==> src/rtl/tick_timebase_pkg.sv <==
package tick_timebase_pkg;
  localparam int REG_W    = 8;
  localparam int OVF_BIT  = 7;
  localparam int TICK_BIT = 6;
  localparam int SEL_W    = 2;

  typedef logic [SEL_W-1:0] sel_t;

  // Log2 of the prescale divisor for a given code: 0 -> 0, n -> n+1.
  function automatic int unsigned presc_shift(input sel_t code);
    return (code == '0) ? 0 : (int'(code) + 1);
  endfunction
endpackage

==> src/rtl/tbase_presc_cnt.sv <==
module tbase_presc_cnt
  import tick_timebase_pkg::*;
#(
  parameter int CNT_W  = 16,
  parameter int WINDOW = 64
) (
  input  logic             clk,
  input  logic             rst_n,
  input  logic             sel_wr,
  input  sel_t             sel_wdata,
  output logic [CNT_W-1:0] count,
  output logic             wrap_evt
);
  localparam int PRE_W = 1 << SEL_W;
  localparam int WIN_W = $clog2(WINDOW + 1);

  logic [WIN_W-1:0] win_cnt;
  logic             win_open;
  sel_t             sel_q;
  logic [PRE_W-1:0] pre_cnt;
  logic [PRE_W-1:0] pre_mask;
  logic             cnt_step;

  assign win_open = (win_cnt < WIN_W'(WINDOW));

  // Setup window: counts bus cycles since reset and saturates at its limit.
  always_ff @(posedge clk) begin
    if (!rst_n)        win_cnt <= '0;
    else if (win_open) win_cnt <= win_cnt + 1'b1;
  end

  always_ff @(posedge clk) begin
    if (!rst_n)                  sel_q <= '0;
    else if (sel_wr && win_open) sel_q <= sel_wdata;
  end

  always_comb begin
    pre_mask = PRE_W'((32'd1 << presc_shift(sel_q)) - 32'd1);
  end

  assign cnt_step = ((pre_cnt & pre_mask) == pre_mask);
  assign wrap_evt = cnt_step && (count == '1);

  always_ff @(posedge clk) begin
    if (!rst_n) begin
      pre_cnt <= '0;
      count   <= '0;
    end else begin
      pre_cnt <= pre_cnt + 1'b1;
      if (cnt_step) count <= count + 1'b1;
    end
  end

  // once the window is closed the prescale code is frozen
  a_r3_sel_frozen: assert property (@(posedge clk) disable iff (!rst_n)
    !win_open |=> $stable(sel_q));

  // the counter moves by at most one step per cycle
  a_r2_single_step: assert property (@(posedge clk) disable iff (!rst_n)
    1'b1 |=> (count == $past(count)) || (count == $past(count) + 1'b1));

  // a wrap event lands the counter on zero
  a_r4_wrap_zero: assert property (@(posedge clk) disable iff (!rst_n)
    wrap_evt |=> (count == '0));
endmodule

==> src/rtl/tbase_rt_div.sv <==
module tbase_rt_div
  import tick_timebase_pkg::*;
#(
  parameter int BASE_LOG2 = 13
) (
  input  logic clk,
  input  logic rst_n,
  input  logic rate_wr,
  input  sel_t rate_wdata,
  output logic tick_evt
);
  localparam int NSEL = 1 << SEL_W;
  localparam int RT_W = BASE_LOG2 + NSEL - 1;

  logic [RT_W-1:0] rt_cnt;
  sel_t            rate_q;
  logic [NSEL-1:0] tap;

  always_ff @(posedge clk) begin
    if (!rst_n)       rate_q <= '0;
    else if (rate_wr) rate_q <= rate_wdata;
  end

  always_ff @(posedge clk) begin
    if (!rst_n) rt_cnt <= '0;
    else        rt_cnt <= rt_cnt + 1'b1;
  end

  // One terminal-count tap per rate code: low (BASE_LOG2+i) bits all ones.
  for (genvar i = 0; i < NSEL; i++) begin : g_tap
    assign tap[i] = &rt_cnt[BASE_LOG2+i-1:0];
  end

  assign tick_evt = tap[rate_q];

  // ticks are never on adjacent cycles
  a_r5_tick_spaced: assert property (@(posedge clk) disable iff (!rst_n)
    tick_evt |=> !tick_evt);
endmodule

==> src/rtl/tbase_flags.sv <==
module tbase_flags
  import tick_timebase_pkg::*;
(
  input  logic             clk,
  input  logic             rst_n,
  input  logic             wrap_evt,
  input  logic             tick_evt,
  input  logic             flag_wr,
  input  logic [REG_W-1:0] flag_wdata,
  input  logic             mask_wr,
  input  logic [REG_W-1:0] mask_wdata,
  output logic             ovf_flag,
  output logic             tick_flag,
  output logic             irq
);
  logic ovf_en;
  logic tick_en;
  logic ovf_clr;
  logic tick_clr;

  assign ovf_clr  = flag_wr && flag_wdata[OVF_BIT];
  assign tick_clr = flag_wr && flag_wdata[TICK_BIT];

  always_ff @(posedge clk) begin
    if (!rst_n) begin
      ovf_flag  <= 1'b0;
      tick_flag <= 1'b0;
    end else begin
      if (wrap_evt)     ovf_flag <= 1'b1;
      else if (ovf_clr) ovf_flag <= 1'b0;
      if (tick_evt)      tick_flag <= 1'b1;
      else if (tick_clr) tick_flag <= 1'b0;
    end
  end

  always_ff @(posedge clk) begin
    if (!rst_n) begin
      ovf_en  <= 1'b0;
      tick_en <= 1'b0;
    end else if (mask_wr) begin
      ovf_en  <= mask_wdata[OVF_BIT];
      tick_en <= mask_wdata[TICK_BIT];
    end
  end

  assign irq = (ovf_flag && ovf_en) || (tick_flag && tick_en);

  // the wrap sets the overflow flag
  a_r4_ovf_set: assert property (@(posedge clk) disable iff (!rst_n)
    wrap_evt |=> ovf_flag);

  // a divider tick sets the tick flag
  a_r5_tick_set: assert property (@(posedge clk) disable iff (!rst_n)
    tick_evt |=> tick_flag);

  // a clear with no coincident event empties the flag
  a_r7_ovf_clear: assert property (@(posedge clk) disable iff (!rst_n)
    (ovf_clr && !wrap_evt) |=> !ovf_flag);

  // without a clear a set flag stays set
  a_r7_ovf_hold: assert property (@(posedge clk) disable iff (!rst_n)
    (ovf_flag && !ovf_clr) |=> ovf_flag);

  // no flag, no request
  a_r8_quiet: assert property (@(posedge clk) disable iff (!rst_n)
    (!ovf_flag && !tick_flag) |-> !irq);
endmodule

==> src/rtl/tick_timebase.sv <==
module tick_timebase
  import tick_timebase_pkg::*;
#(
  parameter int CNT_W     = 16,
  parameter int WINDOW    = 64,
  parameter int BASE_LOG2 = 13
) (
  input  logic             clk,
  input  logic             rst_n,
  input  logic             presc_wr,
  input  logic [1:0]       presc_wdata,
  input  logic             rate_wr,
  input  logic [1:0]       rate_wdata,
  input  logic             flag_wr,
  input  logic [7:0]       flag_wdata,
  input  logic             mask_wr,
  input  logic [7:0]       mask_wdata,
  output logic [CNT_W-1:0] count,
  output logic             ovf_flag,
  output logic             tick_flag,
  output logic             irq
);
  logic wrap_evt;
  logic tick_evt;

  tbase_presc_cnt #(.CNT_W(CNT_W), .WINDOW(WINDOW)) u_cnt (
    .clk      (clk),
    .rst_n    (rst_n),
    .sel_wr   (presc_wr),
    .sel_wdata(presc_wdata),
    .count    (count),
    .wrap_evt (wrap_evt)
  );

  tbase_rt_div #(.BASE_LOG2(BASE_LOG2)) u_rt (
    .clk       (clk),
    .rst_n     (rst_n),
    .rate_wr   (rate_wr),
    .rate_wdata(rate_wdata),
    .tick_evt  (tick_evt)
  );

  tbase_flags u_flags (
    .clk       (clk),
    .rst_n     (rst_n),
    .wrap_evt  (wrap_evt),
    .tick_evt  (tick_evt),
    .flag_wr   (flag_wr),
    .flag_wdata(flag_wdata),
    .mask_wr   (mask_wr),
    .mask_wdata(mask_wdata),
    .ovf_flag  (ovf_flag),
    .tick_flag (tick_flag),
    .irq       (irq)
  );

  // the counter leaves reset at zero
  a_r1_reset_zero: assert property (@(posedge clk)
    !rst_n |=> (count == '0) && !ovf_flag && !tick_flag);
endmodule

==> config.mk <==
export PLATFORM = sky130hd
export DESIGN_NAME = tick_timebase
export DESIGN_NICKNAME = d
export VERILOG_FILES = /design/src/rtl/tick_timebase_pkg.sv /design/src/rtl/tbase_presc_cnt.sv /design/src/rtl/tbase_rt_div.sv /design/src/rtl/tbase_flags.sv /design/src/rtl/tick_timebase.sv
export SDC_FILE = /design/constraint.sdc
export NUM_CORES = 1
export LEC_CHECK = 0
export BUFFER_PORTS_ARGS = -buffer_cell sky130_fd_sc_hd__buf_2
export CORE_UTILIZATION = 29
export CTS_BUF_LIST = sky130_fd_sc_hd__clkbuf_16
export DETAILED_ROUTE_END_ITERATION = 8
export GPL_TIMING_DRIVEN = 0
export RECOVER_POWER = 25
export SLEW_MARGIN = 20
export SYNTH_ARGS = -nofsm -noshare
export SYNTH_HDL_FRONTEND = slang
export SYNTH_SLANG_ARGS = --single-unit
==> constraint.sdc <==
create_clock -name clk -period 3.6 [get_ports clk]
set_clock_uncertainty 0.05 [all_clocks]
set_input_delay 0.18 -clock clk [delete_from_list [all_inputs] [get_ports clk]]
set_output_delay 0.18 -clock clk [all_outputs]
set_load 0.1 [all_outputs]
==> reports/qor.yml <==
status: "finished clean"
synth_edf_count: 0
post_synth_num_cell_types: 32
seq_area_frac_synth_pct: 47.33
fin_crit_sh_pct: 47.41
dieArea_um2: 7787
power.density_nw_per_um2: 469.1
hp-start: "mask_wdata[7]"
synthMuxAreaShare_pct: 3.248
antennaDiodeCount: 0
syn_to_final_growth_pct: 20.71
place_congestion: 0.7242
min_period_ns: 1.707
min_path_cells: 3
cp-start-kind: "flop"
postCtsSetupRepairBufs: 0
r2r_end: "u_cnt.count[15]"
setup.worst_path.start: "u_cnt.count[2]"
root_buffer: "clkbuf_16"
die_x_um: 88.25
regArea_um2: 1021
yosysTopAreaCell: "dfxtp_1"
portBuffers: 32
ys.flop_type: "dfxtp_1"
drt_first_pass_iters: 4
critPathMaxFanout: 8
dr_total_vias: 1720
path_class: "flop to flop"
grt-ovfl-total: 0
drive_gt1_share_pct: 15.77
finalNetCount: 308
syn-num-nets: 269
async_reset_ff_share_pct: 0
place_hpwl_mm: 3.020
routed_wl_mm: 4.231
ys_ff_latch: 51
synth_compound_area_share_pct: 7.309
cts_made_buffers: 5
die_height_um: 88.25
wl_per_cell_um: 11.19
drt_iter0_drc: 38
synth_top_family_by_area: "simple AND/OR/NAND/NOR gates"
synthDominantCellAreaShare_pct: 47.33
hold_end: "u_flags.ovf_en"
avgSynthCellArea_um2: 9.025
insertion_delay_ns: 0.29
slew_violations: 0
grt_max_degree: 16
cts.sink_count: 51
hold_buffers: 0
h-tree-depth: 2
slew_headroom_pct: 67.19
end_kind: "flop"
synthTopCellsByArea: "dfxtp_1, xor2_1, nor2_1, nand2_1, mux2i_1"
crit_required_ns: 3.76
yosys.cell_count.top_type: "dfxtp_1"
initial_core_util_pct: 29.90
synth-xor-area-share_pct: 10.56
cts_resized: 0
timing.setup.tns_ns: 0
synthTopCellsByCount: "dfxtp_1, nor2_1, nand2_1, xor2_1, nand3_1"
clk_pin_slew_ns: 0.07
viasPerCell: 4.550
drv_cap: 0
drc: 0
yosys.area_share.simple_pct: 27.67
antenna_found_initial: 0
ir_drop_mv: 0.1926
synthesis.instances: 239
rsz0062_at_grt: "false"
grt_pass1_wl_mm: 7.155
track_usage_pct: 11.86
ant_nets: 0
synth-adder-area-share_pct: 2.320
reg2reg_depth: 5
cts_tree: "yes"
num_rows: 31
grt_pass1_vias: 1581
regToRegSetupSlack_ns: 1.89
p_leak_nw: 1.021
fillers: 774
ys_warn_count: 0
min_path_type: "input pin to flop"
r2r-start: "u_cnt.count[2]"
multi_input_area_um2: 1102
ios: 45
final_util_pct: 36.09
worst_ep_arrival_time_ns: 1.87
design.core.area_um2: 7214
clk_path_buf_depth: 2
setup_viol: 0
synth_area_um2: 2157
tightest_slew_ns: 0.4922
fmax_mhz: 586.0
hold_viol: 0
-- logic make-up (layout without fill, tap and decap cells) --
family	Yosys count	in the layout
adders and majority gates	4	4
muxes	7	7
buffers and inverters	9	49
AOI/OAI and AO/OA	27	27
xor gates and xnor gates	26	26
and+or+nand+nor	115	115
DFF	51	51
-- registers in the layout, indices dropped and copies added, names as in the netlist --
name               flops
u_cnt.count           16
u_cnt.pre_cnt          4
u_cnt.sel_q            2
u_cnt.win_cnt          7
u_flags.ovf_en         1
u_flags.ovf_flag       1
u_flags.tick_en        1
u_flags.tick_flag      1
u_rt.rate_q            2
u_rt.rt_cnt           16
-- layout by cell type (no fill, tap or decap), drive strengths merged, types with 4 or more instances in the layout --
cell type | synthesis | routed
xnor2 | 7 | 7
nor2 | 38 | 38
mux2i | 7 | 7
ha | 4 | 4
and3 | 4 | 4
nor2b | 6 | 6
xor2 | 19 | 19
or3 | 9 | 9
buf | 2 | 32
clkbuf | 3 | 10
and2 | 5 | 5
a21oi | 11 | 11
nand3 | 15 | 15
inv | 4 | 4
and4 | 4 | 4
nand4 | 9 | 9
o21ai | 12 | 12
dfxtp | 51 | 51
nand2 | 21 | 21
-- layer usage --
layer	GRT usage, %	wire length (um)	vias to the layer above
met2	19.44	1957	30
met3	2.892	160	7
met4	4.839	65	0
met1	14.97	2047	787
li1	-	-	896
met5	0	0	-
-- through the flow --
step | total power [mW] | setup WS [ns] | hold WS [ns] | cell area, um^2 | cells
6_report | 1.221 | 1.893 | 0.07681 | 2604 | 378
5_1_grt | 1.268 | 1.713 | 0.08824 | 2604 | 378
4_1_cts | 1.236 | 1.890 | 0.07822 | 2605 | 378
3_5_place_dp | 0.7129 | 1.914 | 0.3746 | 2441 | 370
3_3_place_gp | 0.7110 | 1.938 | 0.3707 | 2441 | 370
2_1_floorplan | 0.6857 | 1.313 | 0.2517 | 2157 | 239
-- worst max-delay path, stage by stage (launching register included) --
cell     delay, ns
dfxtp_1       0.42
and4_1        0.26
and3_4        0.22
nand4_4       0.16
or3_1         0.38
a21oi_1       0.14
-- how the worst max path moves through the flow --
stage,endpoint,slack (ns),cells past startpoint
3_5_place_dp,u_cnt.count[10],1.91,5
2_1_floorplan,u_cnt.count[15],1.31,5
6_report,u_cnt.count[15],1.89,5
5_1_grt,u_rt.rt_cnt[14],1.71,6
3_3_place_gp,u_cnt.count[14],1.94,5
4_1_cts,u_cnt.count[15],1.89,5
-- layout make-up --
cell class | instances | share of cell area, %
Clock buffer | 5 | 4.805
Clock inverter | 3 | 1.490
Tap cell | 99 | 4.757
Multi-Input combinational cell | 179 | 42.34
Timing Repair Buffer | 32 | 6.103
Inverter | 4 | 0.5766
Buffer | 5 | 0.7208
Sequential cell | 51 | 39.21
-- power by group --
group | switching (mW) | internal, mW
clock | 0.199 | 0.324
sequential | 0.0163 | 0.582
combinational | 0.0697 | 0.0309
Power figures use the tool's default switching activity.
